$ cat config.mk
export PLATFORM = sky130hd
export DESIGN_NAME = pt_walker
export DESIGN_NICKNAME = d
export VERILOG_FILES = /design/src/rtl/ptw_pkg.sv /design/src/rtl/ptw_perm.sv /design/src/rtl/ptw_addr.sv /design/src/rtl/pt_walker.sv
export SDC_FILE = /design/constraint.sdc
export NUM_CORES = 1
export LEC_CHECK = 0
export BUFFER_PORTS_ARGS = -buffer_cell sky130_fd_sc_hd__buf_4
export CAP_MARGIN = 20
export CORE_ASPECT_RATIO = 1.75
export CORE_MARGIN = 1
export CORE_UTILIZATION = 48
export DETAILED_ROUTE_END_ITERATION = 10
export PLACE_DENSITY = 0.77
export SYNTH_ARGS = -nofsm -noshare
export SYNTH_HDL_FRONTEND = slang
export SYNTH_HIERARCHICAL = 1
export SYNTH_SLANG_ARGS = --single-unit
$ cat constraint.sdc
create_clock -name clk_i -period 3.1 [get_ports clk_i]
set_input_delay 0.62 -clock clk_i [delete_from_list [all_inputs] [get_ports clk_i]]
set_output_delay 0.62 -clock clk_i [all_outputs]
set_load 0.01 [all_outputs]
$ cat src/rtl/ptw_pkg.sv
`timescale 1ns/1ps
package ptw_pkg;
  localparam int PG_W          = 12;
  localparam int IDX_W         = 9;
  localparam int PTE_W         = 64;
  localparam int PTE_PPN_LSB   = 10;
  localparam int PTE_REF_BIT   = 6;
  localparam int PTE_DIRTY_BIT = 7;

  localparam logic [2:0] TY_INVALID = 3'd0;
  localparam logic [2:0] TY_NEXT    = 3'd1;
  localparam logic [2:0] TY_USER    = 3'd2;
  localparam logic [2:0] TY_SUPER   = 3'd3;

  typedef struct packed {
    logic priv_s;
    logic is_store;
    logic is_fetch;
  } acc_t;

  typedef enum logic [2:0] {
    ST_IDLE,
    ST_LOOK,
    ST_READ,
    ST_WRITE,
    ST_DONE
  } walk_st_t;
endpackage

$ cat src/rtl/ptw_perm.sv
`timescale 1ns/1ps
module ptw_perm
  import ptw_pkg::*;
(
  input  logic [2:0] typ_i,
  input  logic [1:0] perm_i,
  input  acc_t       acc_i,
  output logic       grant_o
);
  logic u_r, u_w, u_x, s_r, s_w, s_x;

  always_comb begin
    u_r = 1'b0; u_w = 1'b0; u_x = 1'b0;
    s_r = 1'b0; s_w = 1'b0; s_x = 1'b0;
    case (typ_i)
      TY_INVALID, TY_NEXT: ;
      TY_USER: begin
        u_r = 1'b1; u_w = perm_i[0]; u_x = perm_i[1];
      end
      TY_SUPER: begin
        s_r = 1'b1; s_w = perm_i[0]; s_x = perm_i[1];
      end
      default: begin
        // shared leaf: perm field is user side, type low bits are supervisor side
        u_r = 1'b1; u_w = perm_i[0]; u_x = perm_i[1];
        s_r = 1'b1; s_w = typ_i[0];  s_x = typ_i[1];
      end
    endcase
  end

  always_comb begin
    if (acc_i.priv_s)
      grant_o = acc_i.is_store ? s_w : (acc_i.is_fetch ? s_x : s_r);
    else
      grant_o = acc_i.is_store ? u_w : (acc_i.is_fetch ? u_x : u_r);
  end
endmodule

$ cat src/rtl/ptw_addr.sv
`timescale 1ns/1ps
module ptw_addr
  import ptw_pkg::*;
#(
  parameter int XLEN   = 64,
  parameter int LEVELS = 3,
  parameter int PA_W   = 40,
  localparam int LVL_W = (LEVELS > 1) ? $clog2(LEVELS) : 1,
  localparam int PPN_W = PA_W - PG_W
) (
  input  logic [XLEN-1:0]  va_i,
  input  logic [LVL_W-1:0] lvl_i,
  input  logic [PPN_W-1:0] tbl_ppn_i,
  input  logic [PPN_W-1:0] leaf_ppn_i,
  output logic             canon_o,
  output logic [PA_W-1:0]  pte_addr_o,
  output logic [PA_W-1:0]  leaf_pa_o
);
  localparam int VPN_W  = LEVELS * IDX_W;
  localparam int VA_W   = PG_W + VPN_W;
  localparam int ENT_SH = PG_W - IDX_W;

  logic [XLEN-VA_W:0] va_hi;
  logic [IDX_W-1:0]   idx;
  logic [PPN_W-1:0]   vpn_ext;
  logic [PPN_W-1:0]   low_mask;

  assign va_hi   = va_i[XLEN-1:VA_W-1];
  assign canon_o = (&va_hi) | ~(|va_hi);

  always_comb begin
    int sh;
    sh  = PG_W + int'(lvl_i) * IDX_W;
    idx = va_i[sh +: IDX_W];
  end

  assign pte_addr_o = {tbl_ppn_i, idx, {ENT_SH{1'b0}}};

  always_comb begin
    vpn_ext = '0;
    vpn_ext[VPN_W-1:0] = va_i[VA_W-1:PG_W];
    low_mask = '0;
    for (int l = 0; l < LEVELS; l++) begin
      if (l < int'(lvl_i)) low_mask[l*IDX_W +: IDX_W] = '1;
    end
  end

  assign leaf_pa_o = {leaf_ppn_i | (vpn_ext & low_mask), {PG_W{1'b0}}};
endmodule

$ cat src/rtl/pt_walker.sv
`timescale 1ns/1ps
module pt_walker
  import ptw_pkg::*;
#(
  parameter int XLEN   = 64,
  parameter int LEVELS = 3,
  parameter int PA_W   = 40
) (
  input  logic                 clk_i,
  input  logic                 rst_ni,
  input  logic                 req_valid_i,
  output logic                 req_ready_o,
  input  logic [XLEN-1:0]      req_va_i,
  input  logic                 req_priv_s_i,
  input  logic                 req_store_i,
  input  logic                 req_fetch_i,
  input  logic [PA_W-PG_W-1:0] root_ppn_i,
  input  logic [PA_W-1:0]      mem_size_i,
  output logic                 mem_req_o,
  output logic                 mem_we_o,
  output logic [PA_W-1:0]      mem_addr_o,
  output logic [PTE_W-1:0]     mem_wdata_o,
  input  logic                 mem_ack_i,
  input  logic [PTE_W-1:0]     mem_rdata_i,
  output logic                 done_o,
  output logic                 fault_o,
  output logic [PA_W-1:0]      pbase_o
);
  localparam int PPN_W = PA_W - PG_W;
  localparam int LVL_W = (LEVELS > 1) ? $clog2(LEVELS) : 1;

  walk_st_t         st_q;
  logic [LVL_W-1:0] lvl_q;
  logic [PPN_W-1:0] tbl_q;
  logic [XLEN-1:0]  va_q;
  acc_t             acc_q;
  logic [PA_W-1:0]  ent_addr_q;
  logic [PA_W-1:0]  pbase_q;
  logic [PTE_W-1:0] pte_q;
  logic             fault_q;

  logic [2:0]       r_typ;
  logic [1:0]       r_perm;
  logic [PPN_W-1:0] r_ppn;
  logic [PTE_W-1:0] r_upd;
  logic             grant;
  logic             canon;
  logic [PA_W-1:0]  ent_addr;
  logic [PA_W-1:0]  leaf_pa;

  assign r_typ  = mem_rdata_i[2:0];
  assign r_perm = mem_rdata_i[4:3];
  assign r_ppn  = mem_rdata_i[PTE_PPN_LSB +: PPN_W];

  always_comb begin
    r_upd = mem_rdata_i;
    r_upd[PTE_REF_BIT] = 1'b1;
    if (acc_q.is_store) r_upd[PTE_DIRTY_BIT] = 1'b1;
  end

  ptw_perm u_perm (
    .typ_i   (r_typ),
    .perm_i  (r_perm),
    .acc_i   (acc_q),
    .grant_o (grant)
  );

  ptw_addr #(
    .XLEN   (XLEN),
    .LEVELS (LEVELS),
    .PA_W   (PA_W)
  ) u_addr (
    .va_i       (va_q),
    .lvl_i      (lvl_q),
    .tbl_ppn_i  (tbl_q),
    .leaf_ppn_i (r_ppn),
    .canon_o    (canon),
    .pte_addr_o (ent_addr),
    .leaf_pa_o  (leaf_pa)
  );

  always_ff @(posedge clk_i or negedge rst_ni) begin
    if (!rst_ni) begin
      st_q       <= ST_IDLE;
      lvl_q      <= '0;
      tbl_q      <= '0;
      va_q       <= '0;
      acc_q      <= '0;
      ent_addr_q <= '0;
      pbase_q    <= '0;
      pte_q      <= '0;
      fault_q    <= 1'b0;
    end else begin
      case (st_q)
        ST_IDLE: begin
          if (req_valid_i) begin
            va_q           <= req_va_i;
            acc_q.priv_s   <= req_priv_s_i;
            acc_q.is_store <= req_store_i;
            acc_q.is_fetch <= req_fetch_i;
            tbl_q          <= root_ppn_i;
            lvl_q          <= LVL_W'(LEVELS - 1);
            fault_q        <= 1'b0;
            pbase_q        <= '0;
            st_q           <= ST_LOOK;
          end
        end
        ST_LOOK: begin
          if (!canon || ent_addr >= mem_size_i) begin
            fault_q <= 1'b1;
            st_q    <= ST_DONE;
          end else begin
            ent_addr_q <= ent_addr;
            st_q       <= ST_READ;
          end
        end
        ST_READ: begin
          if (mem_ack_i) begin
            if (r_typ == TY_INVALID) begin
              fault_q <= 1'b1;
              st_q    <= ST_DONE;
            end else if (r_typ == TY_NEXT) begin
              if (lvl_q == '0) begin
                fault_q <= 1'b1;
                st_q    <= ST_DONE;
              end else begin
                tbl_q <= r_ppn;
                lvl_q <= lvl_q - 1'b1;
                st_q  <= ST_LOOK;
              end
            end else if (!grant) begin
              fault_q <= 1'b1;
              st_q    <= ST_DONE;
            end else begin
              pbase_q <= leaf_pa;
              fault_q <= (leaf_pa >= mem_size_i);
              pte_q   <= r_upd;
              st_q    <= (r_upd != mem_rdata_i) ? ST_WRITE : ST_DONE;
            end
          end
        end
        ST_WRITE: begin
          if (mem_ack_i) st_q <= ST_DONE;
        end
        ST_DONE: st_q <= ST_IDLE;
        default: st_q <= ST_IDLE;
      endcase
    end
  end

  assign req_ready_o = (st_q == ST_IDLE);
  assign mem_req_o   = (st_q == ST_READ) || (st_q == ST_WRITE);
  assign mem_we_o    = (st_q == ST_WRITE);
  assign mem_addr_o  = ent_addr_q;
  assign mem_wdata_o = pte_q;
  assign done_o      = (st_q == ST_DONE);
  assign fault_o     = done_o && fault_q;
  assign pbase_o     = (done_o && !fault_q) ? pbase_q : '0;
endmodule

==> flow_summary.yaml, run 1 <==
worst_setup_path:
  critical_path_class: "reg -> reg"
  required_ns: 3.50
  critPathLaunchType: "flip-flop"
  timing.rr.end: "mem_addr_o[6]$_DFFE_PN0P_"
  r2r_start: "lvl_q[0]$_DFFE_PN0P_"
  r2r_slack_ns: -0.21
  critPathMaxFanout: 6
  reg2reg_depth: 12
  crit_arrival_ns: 3.71
  endpoint_kind: "flip-flop"
grt:
  grt_pass1_vias: 10500
  track_usage_pct: 28.3
  gr-total-overflow: 0
  antenna_found_initial: 6
  grt_max_degree: 96
  grt_pass1_wl_microns: 55900
detailed_routing:
  vias: 9854
  viasPerCell: 5.45
  drt_wl_total_microns: 36800
  drc: 0
  drt-initial-drc-count: 600
  drt-pass1-iter-count: 5
  wire_per_inst_microns: 20.4
  ant_nets: 0
place:
  place_area_sq_um: 15300
  hpwl_microns: 28600
  dp_cells: 1753
  portBuffers: 339
  detailedPlace.worstSlack_ns: -0.323
  place.gp.congestion: 0.900
finish:
  fin_cells: 1807
  syn2layout_area_growth_pct: 30.9
  fin_nets: 1754
  drive_above_1_share_pct: 41.7
  final_core_util_pct: 64.0
  final_area_sq_um: 16200
  fillerInstances: 2048
timing:
  setup_viol: 39
  fin_skew_ns: 0.0127
  finalCriticalPeriod_ns: 3.31
  timing.final.hold_violations: 0
  maxSlewHeadroom_pct: 47.5
  fmax_mhz: 302
  rsz0062_at_grt: "true"
  worst_slack_ns: -0.209
  worst-slew-pin-transition_ns: 0.788
  period_share_pct: 107
  maxSlewViolCount: 0
clock_network:
  clockBufferDepth: 3
  cts_buffers: 23
  cts_root_buf: "clkbuf_16"
  cts.hold.buffers_added: 0
  clkTransAtPathRegs_ns: 0.06
  clock_sinks: 233
  cts_tree: "built"
  htree_levels: 1
  clock_latency_ns: 0.52
floorplan:
  die_width_microns: 123
  ios: 352
  start_util_pct: 48.9
  core_area_sq_um: 25300
  die_h_microns: 214
  die_area_sq_um: 26500
  rows: 77
synth:
  yosys_warnings: 6
  synthCells: 1136
  syn_area_sq_um: 12400
  syn_area_per_cell_sq_um: 10.9
pwr:
  ir_worst_vdd_uv: 640
  leakage_nw: 8.69
  powerDensity_nw_per_um2: 620
job:
  maxCapViolCount: 0
run_status:
  status: "finished, violations left"
  failed_checks: "setup timing"
min_path:
  hold_path_class: "in -> async"
[what timing repair did]
action | CTS | global route
resized for setup | 11 | 8
buffers inserted | 3 | 4
endpoints found under the setup margin | 41 | 43
pin swaps | 3 | 5
cloned | 1 | 1
[layout by cell type, fill, tap and decap left out, types with 27 or more instances in the layout]
master     n
dfrtp_1  232
nor2_1    49
ha_1      76
inv_1     48
mux2_4    38
mux2_2   117
nand3_1   50
a21oi_1   27
a31oi_1   30
and3_1    42
a21o_1    38
buf_4    386
nand2_1  158
[metal layers]
metal / vias up / GRT usage (%) / part of all wire (%)
met5: - / 0 / 0
met1: 4786 / 29.8 / 36
li1: 4606 / - / -
met3: 124 / 3.75 / 4.4
met2: 338 / 50.6 / 53
met4: 0 / 19.5 / 7.0
[flip-flops by register name, summed over array words and instances (netlist names)]
| name | cells |
|---|---|
| mem_addr_o | 40 |
| st_q | 3 |
| mem_wdata_o | 64 |
| lvl_q | 2 |
| va_q | 52 |
| tbl_q | 28 |
| fault_q | 1 |
| acc_q | 3 |
| pbase_q | 40 |
[power by group]
part           internal, W  leakage [nW]  switching (W)
registers          0.00364          3.02       0.000638
clock network      0.00154         0.357        0.00118
logic              0.00152          5.31        0.00152
[per-stage QoR]
stage          hold WS (ns)  TNS, ns  total power, W
3_3_place_gp          0.443   -10.59         0.00714
5_1_grt               0.175   -12.41          0.0106
4_1_cts               0.162    -7.84          0.0100
2_1_floorplan         0.324        0         0.00616
6_report             0.0958    -7.67          0.0100
3_5_place_dp          0.450   -12.02         0.00727
[critical path, cell delays in order, from the launching register on]
cell       delay [ns]
dfrtp_2          0.41
buf_6            0.14
mux4_2           0.55
ha_4             0.24
a21oi_1          0.13
o21ai_0          0.14
a21oi_1          0.23
o21ai_2          0.10
a221o_1          0.37
or2_4            0.27
buf_4            0.15
clkbuf_16        0.16
mux2_4           0.29
[worst max-delay path by stage]
stage | to | startpoint | slack, ns
floorplan | mem_addr_o[10]$_DFFE_PN0P_ | lvl_q[0]$_DFFE_PN0P_ | 0.03
global placement | mem_addr_o[24]$_DFFE_PN0P_ | mem_size_i[33] | -0.29
detailed placement | mem_addr_o[25]$_DFFE_PN0P_ | lvl_q[0]$_DFFE_PN0P_ | -0.32
CTS | mem_addr_o[4]$_DFFE_PN0P_ | lvl_q[0]$_DFFE_PN0P_ | -0.21
global route | mem_addr_o[34]$_DFFE_PN0P_ | lvl_q[0]$_DFFE_PN0P_ | -0.32
finish | mem_addr_o[6]$_DFFE_PN0P_ | lvl_q[0]$_DFFE_PN0P_ | -0.21
[area by class of cell]
type | instances | area, sq um | share of cell area, %
clock buffers | 34 | 687 | 4.24
diodes | 6 | 15.0 | 0.0926
repair buffers | 399 | 3140 | 19.4
flip-flops and latches | 233 | 5830 | 36.0
multi-input cells | 765 | 5920 | 36.5
clock inverters | 6 | 41.3 | 0.255
well taps | 316 | 395 | 2.44
inverters | 48 | 180 | 1.11
Power figures use the tool's default switching activity.
==> inputs of run 2 (changes only) <==
--- a/config.mk
+++ b/config.mk
@@ -9,9 +9,10 @@
 export CAP_MARGIN = 20
 export CORE_ASPECT_RATIO = 1.75
 export CORE_MARGIN = 1
-export CORE_UTILIZATION = 48
+export CORE_UTILIZATION = 58
 export DETAILED_ROUTE_END_ITERATION = 10
-export PLACE_DENSITY = 0.77
+export GPL_ROUTABILITY_DRIVEN = 0
+export PLACE_DENSITY = 0.87
 export SYNTH_ARGS = -nofsm -noshare
 export SYNTH_HDL_FRONTEND = slang
 export SYNTH_HIERARCHICAL = 1
==> constraint.sdc (replaced) <==
create_clock -name clk_i -period 4.1 [get_ports clk_i]
set_input_delay 0.82 -clock clk_i [delete_from_list [all_inputs] [get_ports clk_i]]
set_output_delay 0.82 -clock clk_i [all_outputs]
set_load 0.01 [all_outputs]
==> flow_summary.yaml, run 2 (synthesized netlist as in run 1, its figures left out) <==
finish:
  layout_commonest_cell: "buf_4"
  fillerInstances: 1403
  largest_reg_flops: 64
  syn2layout_area_growth_pct: 26.9
  drive_above_1_share_pct: 39.2
  final_area_sq_um: 15700
  fin_cells: 1693
  fin_nets: 1708
  layout_common_cells: "buf_4 (350), dfrtp_1 (233), nand2_1 (158)"
worst_setup_path:
  crit_arrival_ns: 4.25
  critPathLaunchType: "flip-flop"
  critical_path_class: "reg -> reg"
  endpoint_kind: "flip-flop"
  required_ns: 4.50
  critPathMaxFanout: 41
clock_network:
  cts_buffers: 22
  cts_tree: "built"
  ctsResizeCount: 0
  htree_levels: 1
  cts.hold.buffers_added: 0
  cts_root_buf: "clkbuf_16"
  clock_sinks: 233
  post-cts-setup-buffers: 0
  clkTransAtPathRegs_ns: 0.07
  clock_latency_ns: 0.51
  clockBufferDepth: 3
floorplan:
  ios: 352
  core_area_sq_um: 20900
  start_util_pct: 59.2
  die_width_microns: 112
  die_area_sq_um: 22000
  rows: 70
  die_h_microns: 195
timing:
  worst_slack_ns: 0.244
  tns_ns: 0
  timing.final.hold_violations: 0
  fin_skew_ns: 0.0108
  maxSlewViolCount: 0
  setup_viol: 0
  fmax_mhz: 259
  rsz0062_at_grt: "false"
  hold_ws_ns: 0.338
  period_share_pct: 94.1
  worst-slew-pin-transition_ns: 0.919
  finalCriticalPeriod_ns: 3.86
  maxSlewHeadroom_pct: 38.7
pwr:
  p_int_w: 0.00525
  switching_power_w: 0.00251
  powerDensity_nw_per_um2: 494
  ir_worst_vdd_uv: 472
  comb_power_share_pct: 27.3
  p_sw_share_pct: 32.4
  leakage_nw: 8.49
  p_seq_share_pct: 42.2
  pwr-share-clk_pct: 30.5
detailed_routing:
  drt_wl_total_microns: 36300
  ant_nets: 0
  drt-initial-drc-count: 594
  viasPerCell: 5.89
  drc: 0
  vias: 9975
  drt-pass1-iter-count: 5
  wire_per_inst_microns: 21.4
grt:
  track_usage_pct: 33.4
  grt_pass1_vias: 10500
  grt_max_degree: 108
  gr-total-overflow: 0
  antenna_found_initial: 1
  grt_pass1_wl_microns: 55900
min_path:
  hold_path_class: "in -> async"
place:
  dp_cells: 1651
  portBuffers: 339
  hpwl_microns: 27400
  place_area_sq_um: 14800
  detailedPlace.worstSlack_ns: 0.281
run_status:
  status: "finished, final reports clean"
job:
  maxCapViolCount: 0
run 2: metrics by stage:
stage | utilization [%] | total power, W
after floorplan | - | 0.00465
after global placement | 70.9 | 0.00521
after detailed placement | 70.9 | 0.00535
after CTS | 74.9 | 0.00774
after global routing | 75.1 | 0.00813
final | 75.1 | 0.00776
run 2: layout make-up:
class	count	area (sq um)	share of cell area, %
clock buffer	29	638	4.06
inverter	48	180	1.15
antenna	1	2.50	0.0159
sequential	233	5830	37.1
multi-input combinational	765	5830	37.1
clock inverter	11	209	1.33
tap	252	315	2.01
timing repair buffer	354	2710	17.2
run 2: final timing paths:
path | slack (ns) | startpoint | endpoint | cells after the start
worst max register to register | 0.24 | lvl_q[0]$_DFFE_PN0P_ | mem_addr_o[30]$_DFFE_PN0P_ | 10
worst max-delay path | 0.24 | lvl_q[0]$_DFFE_PN0P_ | mem_addr_o[30]$_DFFE_PN0P_ | 10
max in group asynchronous | 2.76 | rst_ni | tbl_q[13]$_DFFE_PN0P_ | 2
min in group clk_i | 0.46 | pbase_q[17]$_DFFE_PN0P_ | pbase_q[17]$_DFFE_PN0P_ | 2
worst min-delay path | 0.34 | rst_ni | pbase_q[3]$_DFFE_PN0P_ | 1
worst min register to register | 0.46 | pbase_q[17]$_DFFE_PN0P_ | pbase_q[17]$_DFFE_PN0P_ | 2
run 2: metal layers:
| metal | track usage, % | vias to the layer above | part of all wire (%) |
|---|---|---|---|
| met3 | 5.12 | 139 | 6.1 |
| li1 | - | 4514 | - |
| met1 | 34.8 | 4883 | 33 |
| met5 | 0 | - | 0 |
| met4 | 23.9 | 0 | 7.7 |
| met2 | 60.8 | 439 | 53 |
run 2: power by group through the flow:
stage / sequential (W) / combinational, W / clock (W)
2_1_floorplan: 0.00303 / 0.00163 / 0
3_3_place_gp: 0.00327 / 0.00194 / 0
3_5_place_dp: 0.00331 / 0.00205 / 0
4_1_cts: 0.00327 / 0.00207 / 0.00240
5_1_grt: 0.00333 / 0.00233 / 0.00248
6_report: 0.00327 / 0.00211 / 0.00237
run 2: worst max-delay path, stage by stage, from the launching register on:
cell      delay [ns]
dfrtp_1         0.69
mux4_2          0.63
ha_1            0.32
a211oi_1        0.28
nand3_1         0.12
a31oi_1         0.18
o21ai_0         0.17
a221o_1         0.43
or2_2           0.33
buf_12          0.23
mux2_4          0.33
==> inputs of run 3 (changes only) <==
--- a/config.mk
+++ b/config.mk
@@ -9,10 +9,11 @@
 export CAP_MARGIN = 20
 export CORE_ASPECT_RATIO = 1.75
 export CORE_MARGIN = 1
-export CORE_UTILIZATION = 58
+export CORE_UTILIZATION = 59
+export CTS_BUF_LIST = sky130_fd_sc_hd__clkbuf_8
 export DETAILED_ROUTE_END_ITERATION = 10
 export GPL_ROUTABILITY_DRIVEN = 0
-export PLACE_DENSITY = 0.87
+export PLACE_DENSITY = 0.88
 export SYNTH_ARGS = -nofsm -noshare
 export SYNTH_HDL_FRONTEND = slang
 export SYNTH_HIERARCHICAL = 1
==> flow_summary.yaml, run 3 (synthesized netlist as in run 1, its figures left out) <==
timing:
  fmax_mhz: 263
  worst_slack_ns: 0.301
  worst-slew-pin-transition_ns: 0.946
  fin_skew_ns: 0.0185
  maxSlewViolCount: 0
  rsz0062_at_grt: "false"
  tns_ns: 0
  maxSlewHeadroom_pct: 37.0
  setup_viol: 0
  finalCriticalPeriod_ns: 3.80
  timing.final.hold_violations: 0
  period_share_pct: 92.7
pwr:
  pwr-share-clk_pct: 25.1
  p_seq_share_pct: 45.6
  ir_worst_vdd_uv: 351
  p_sw_share_pct: 34.8
  p_int_w: 0.00468
  leakage_nw: 8.46
  comb_power_share_pct: 29.3
  powerDensity_nw_per_um2: 463
  switching_power_w: 0.00250
detailed_routing:
  viasPerCell: 5.85
  drt-initial-drc-count: 565
  wire_per_inst_microns: 21.0
  drt-pass1-iter-count: 7
  drc: 19
  ant_nets: 0
  vias: 10000
  drt_wl_total_microns: 35900
grt:
  grt_pass1_vias: 10800
  grt_max_degree: 107
  antenna_found_initial: 1
  track_usage_pct: 34.1
  gr-total-overflow: 0
  grt_pass1_wl_microns: 56600
place:
  portBuffers: 339
  dp_cells: 1648
  detailedPlace.worstSlack_ns: 0.339
  hpwl_microns: 27100
clock_network:
  ctsResizeCount: 0
  htree_levels: 2
  cts_root_buf: "clkbuf_8"
  clock_sinks: 233
  clock_latency_ns: 0.53
  cts_tree: "built"
  cts_buffers: 35
  cts.hold.buffers_added: 0
  clkTransAtPathRegs_ns: 0.07
  post-cts-setup-buffers: 0
  clockBufferDepth: 3
worst_setup_path:
  required_ns: 4.50
  path_delay_family: "compound AO/OA/AOI/OAI gates"
  critPathMaxFanout: 41
  slowest_stage: "dfrtp_1"
  worst-path-buf-inv: 1
  crit_arrival_ns: 4.20
  path_cells: "mux4_2 > ha_1 > a211oi_1 > nand3_1 > a31oi_1 > o21ai_0 > a221o_1 > or2_2 > buf_12 > mux2_4"
  endpoint_kind: "flip-flop"
  critPathLaunchType: "flip-flop"
  critical_path_class: "reg -> reg"
  slowest_delay_ns: 0.68
finish:
  layout_commonest_cell: "buf_4"
  fin_cells: 1710
  largest_reg_flops: 64
  layout_common_cells: "buf_4 (352), dfrtp_1 (233), nand2_1 (158)"
  syn2layout_area_growth_pct: 25.2
  drive_above_1_share_pct: 39.5
  fin_nets: 1722
run_status:
  status: "finished, violations left"
  failed_checks: "DRC"
job:
  maxCapViolCount: 0
floorplan:
  die_area_sq_um: 21600
  rows: 69
  start_util_pct: 60.5
  die_width_microns: 112
  ios: 352
  die_h_microns: 194
  core_area_sq_um: 20500
min_path:
  hold_path_class: "in -> async"
run 3: cell count changes in the layout (fill, tap and decap cells not counted), sizes merged:
cell | before | now
buf | 354 | 355
bufinv | 6 | 0
clkbuf | 29 | 41
clkinv | 5 | 9
inv | 48 | 58
run 3: worst register-to-register path, cell delays in order (launching register included):
cell,delay (ns)
dfrtp_1,0.68
mux4_2,0.63
ha_1,0.34
a211oi_1,0.25
nand3_1,0.11
a31oi_1,0.16
o21ai_0,0.16
a221o_1,0.43
or2_2,0.33
buf_12,0.23
mux2_4,0.36
run 3: layer usage:
| layer | up-vias | routed length (microns) | GRT usage [%] |
|---|---|---|---|
| li1 | 4551 | - | - |
| met1 | 4887 | 12300 | 35.4 |
| met2 | 449 | 19400 | 62.9 |
| met3 | 124 | 1940 | 5.41 |
| met4 | 0 | 2260 | 22.0 |
| met5 | - | 0 | 0 |
run 3: cell type report:
cell class                 instances  area (sq um)
antenna                            1          2.50
clock buffer                      41           564
clock inverter                    19          82.6
fill                            1339          4960
inverter                          48           180
multi-input combinational        765          5830
sequential                       233          5830
tap                              248           310
timing repair buffer             355          2710
run 3: path summary, 6_finish.rpt:
kind                                              start                    endpoint  slack, ns  cells after the start
worst max-delay path               lvl_q[0]$_DFFE_PN0P_  mem_addr_o[30]$_DFFE_PN0P_       0.30                     10
worst min-delay path                             rst_ni      pbase_q[2]$_DFFE_PN0P_       0.35                      1
worst max register to register     lvl_q[0]$_DFFE_PN0P_  mem_addr_o[30]$_DFFE_PN0P_       0.30                     10
worst min register to register  pbase_q[37]$_DFFE_PN0P_     pbase_q[37]$_DFFE_PN0P_       0.46                      2
max in group asynchronous                        rst_ni     pbase_q[31]$_DFFE_PN0P_       2.83                      2
min in group clk_i              pbase_q[37]$_DFFE_PN0P_     pbase_q[37]$_DFFE_PN0P_       0.46                      2
run 3: per-stage QoR:
stage	hold WS, ns	utilization [%]	power, W	area, sq um
final	0.349	75.8	0.00718	15500
after global routing	0.405	75.8	0.00757	15500
after CTS	0.382	75.6	0.00715	15500
after detailed placement	0.450	72.5	0.00534	14800
after global placement	0.443	72.5	0.00521	14800
after floorplan	0.431	-	0.00465	12400
run 3: power by group through the flow:
| stage | logic (W) | registers, W | clock network [W] |
|---|---|---|---|
| floorplan | 0.00163 | 0.00303 | 0 |
| global placement | 0.00193 | 0.00328 | 0 |
| detailed placement | 0.00203 | 0.00330 | 0 |
| CTS | 0.00206 | 0.00326 | 0.00183 |
| global route | 0.00233 | 0.00332 | 0.00192 |
| finish | 0.00210 | 0.00327 | 0.00180 |
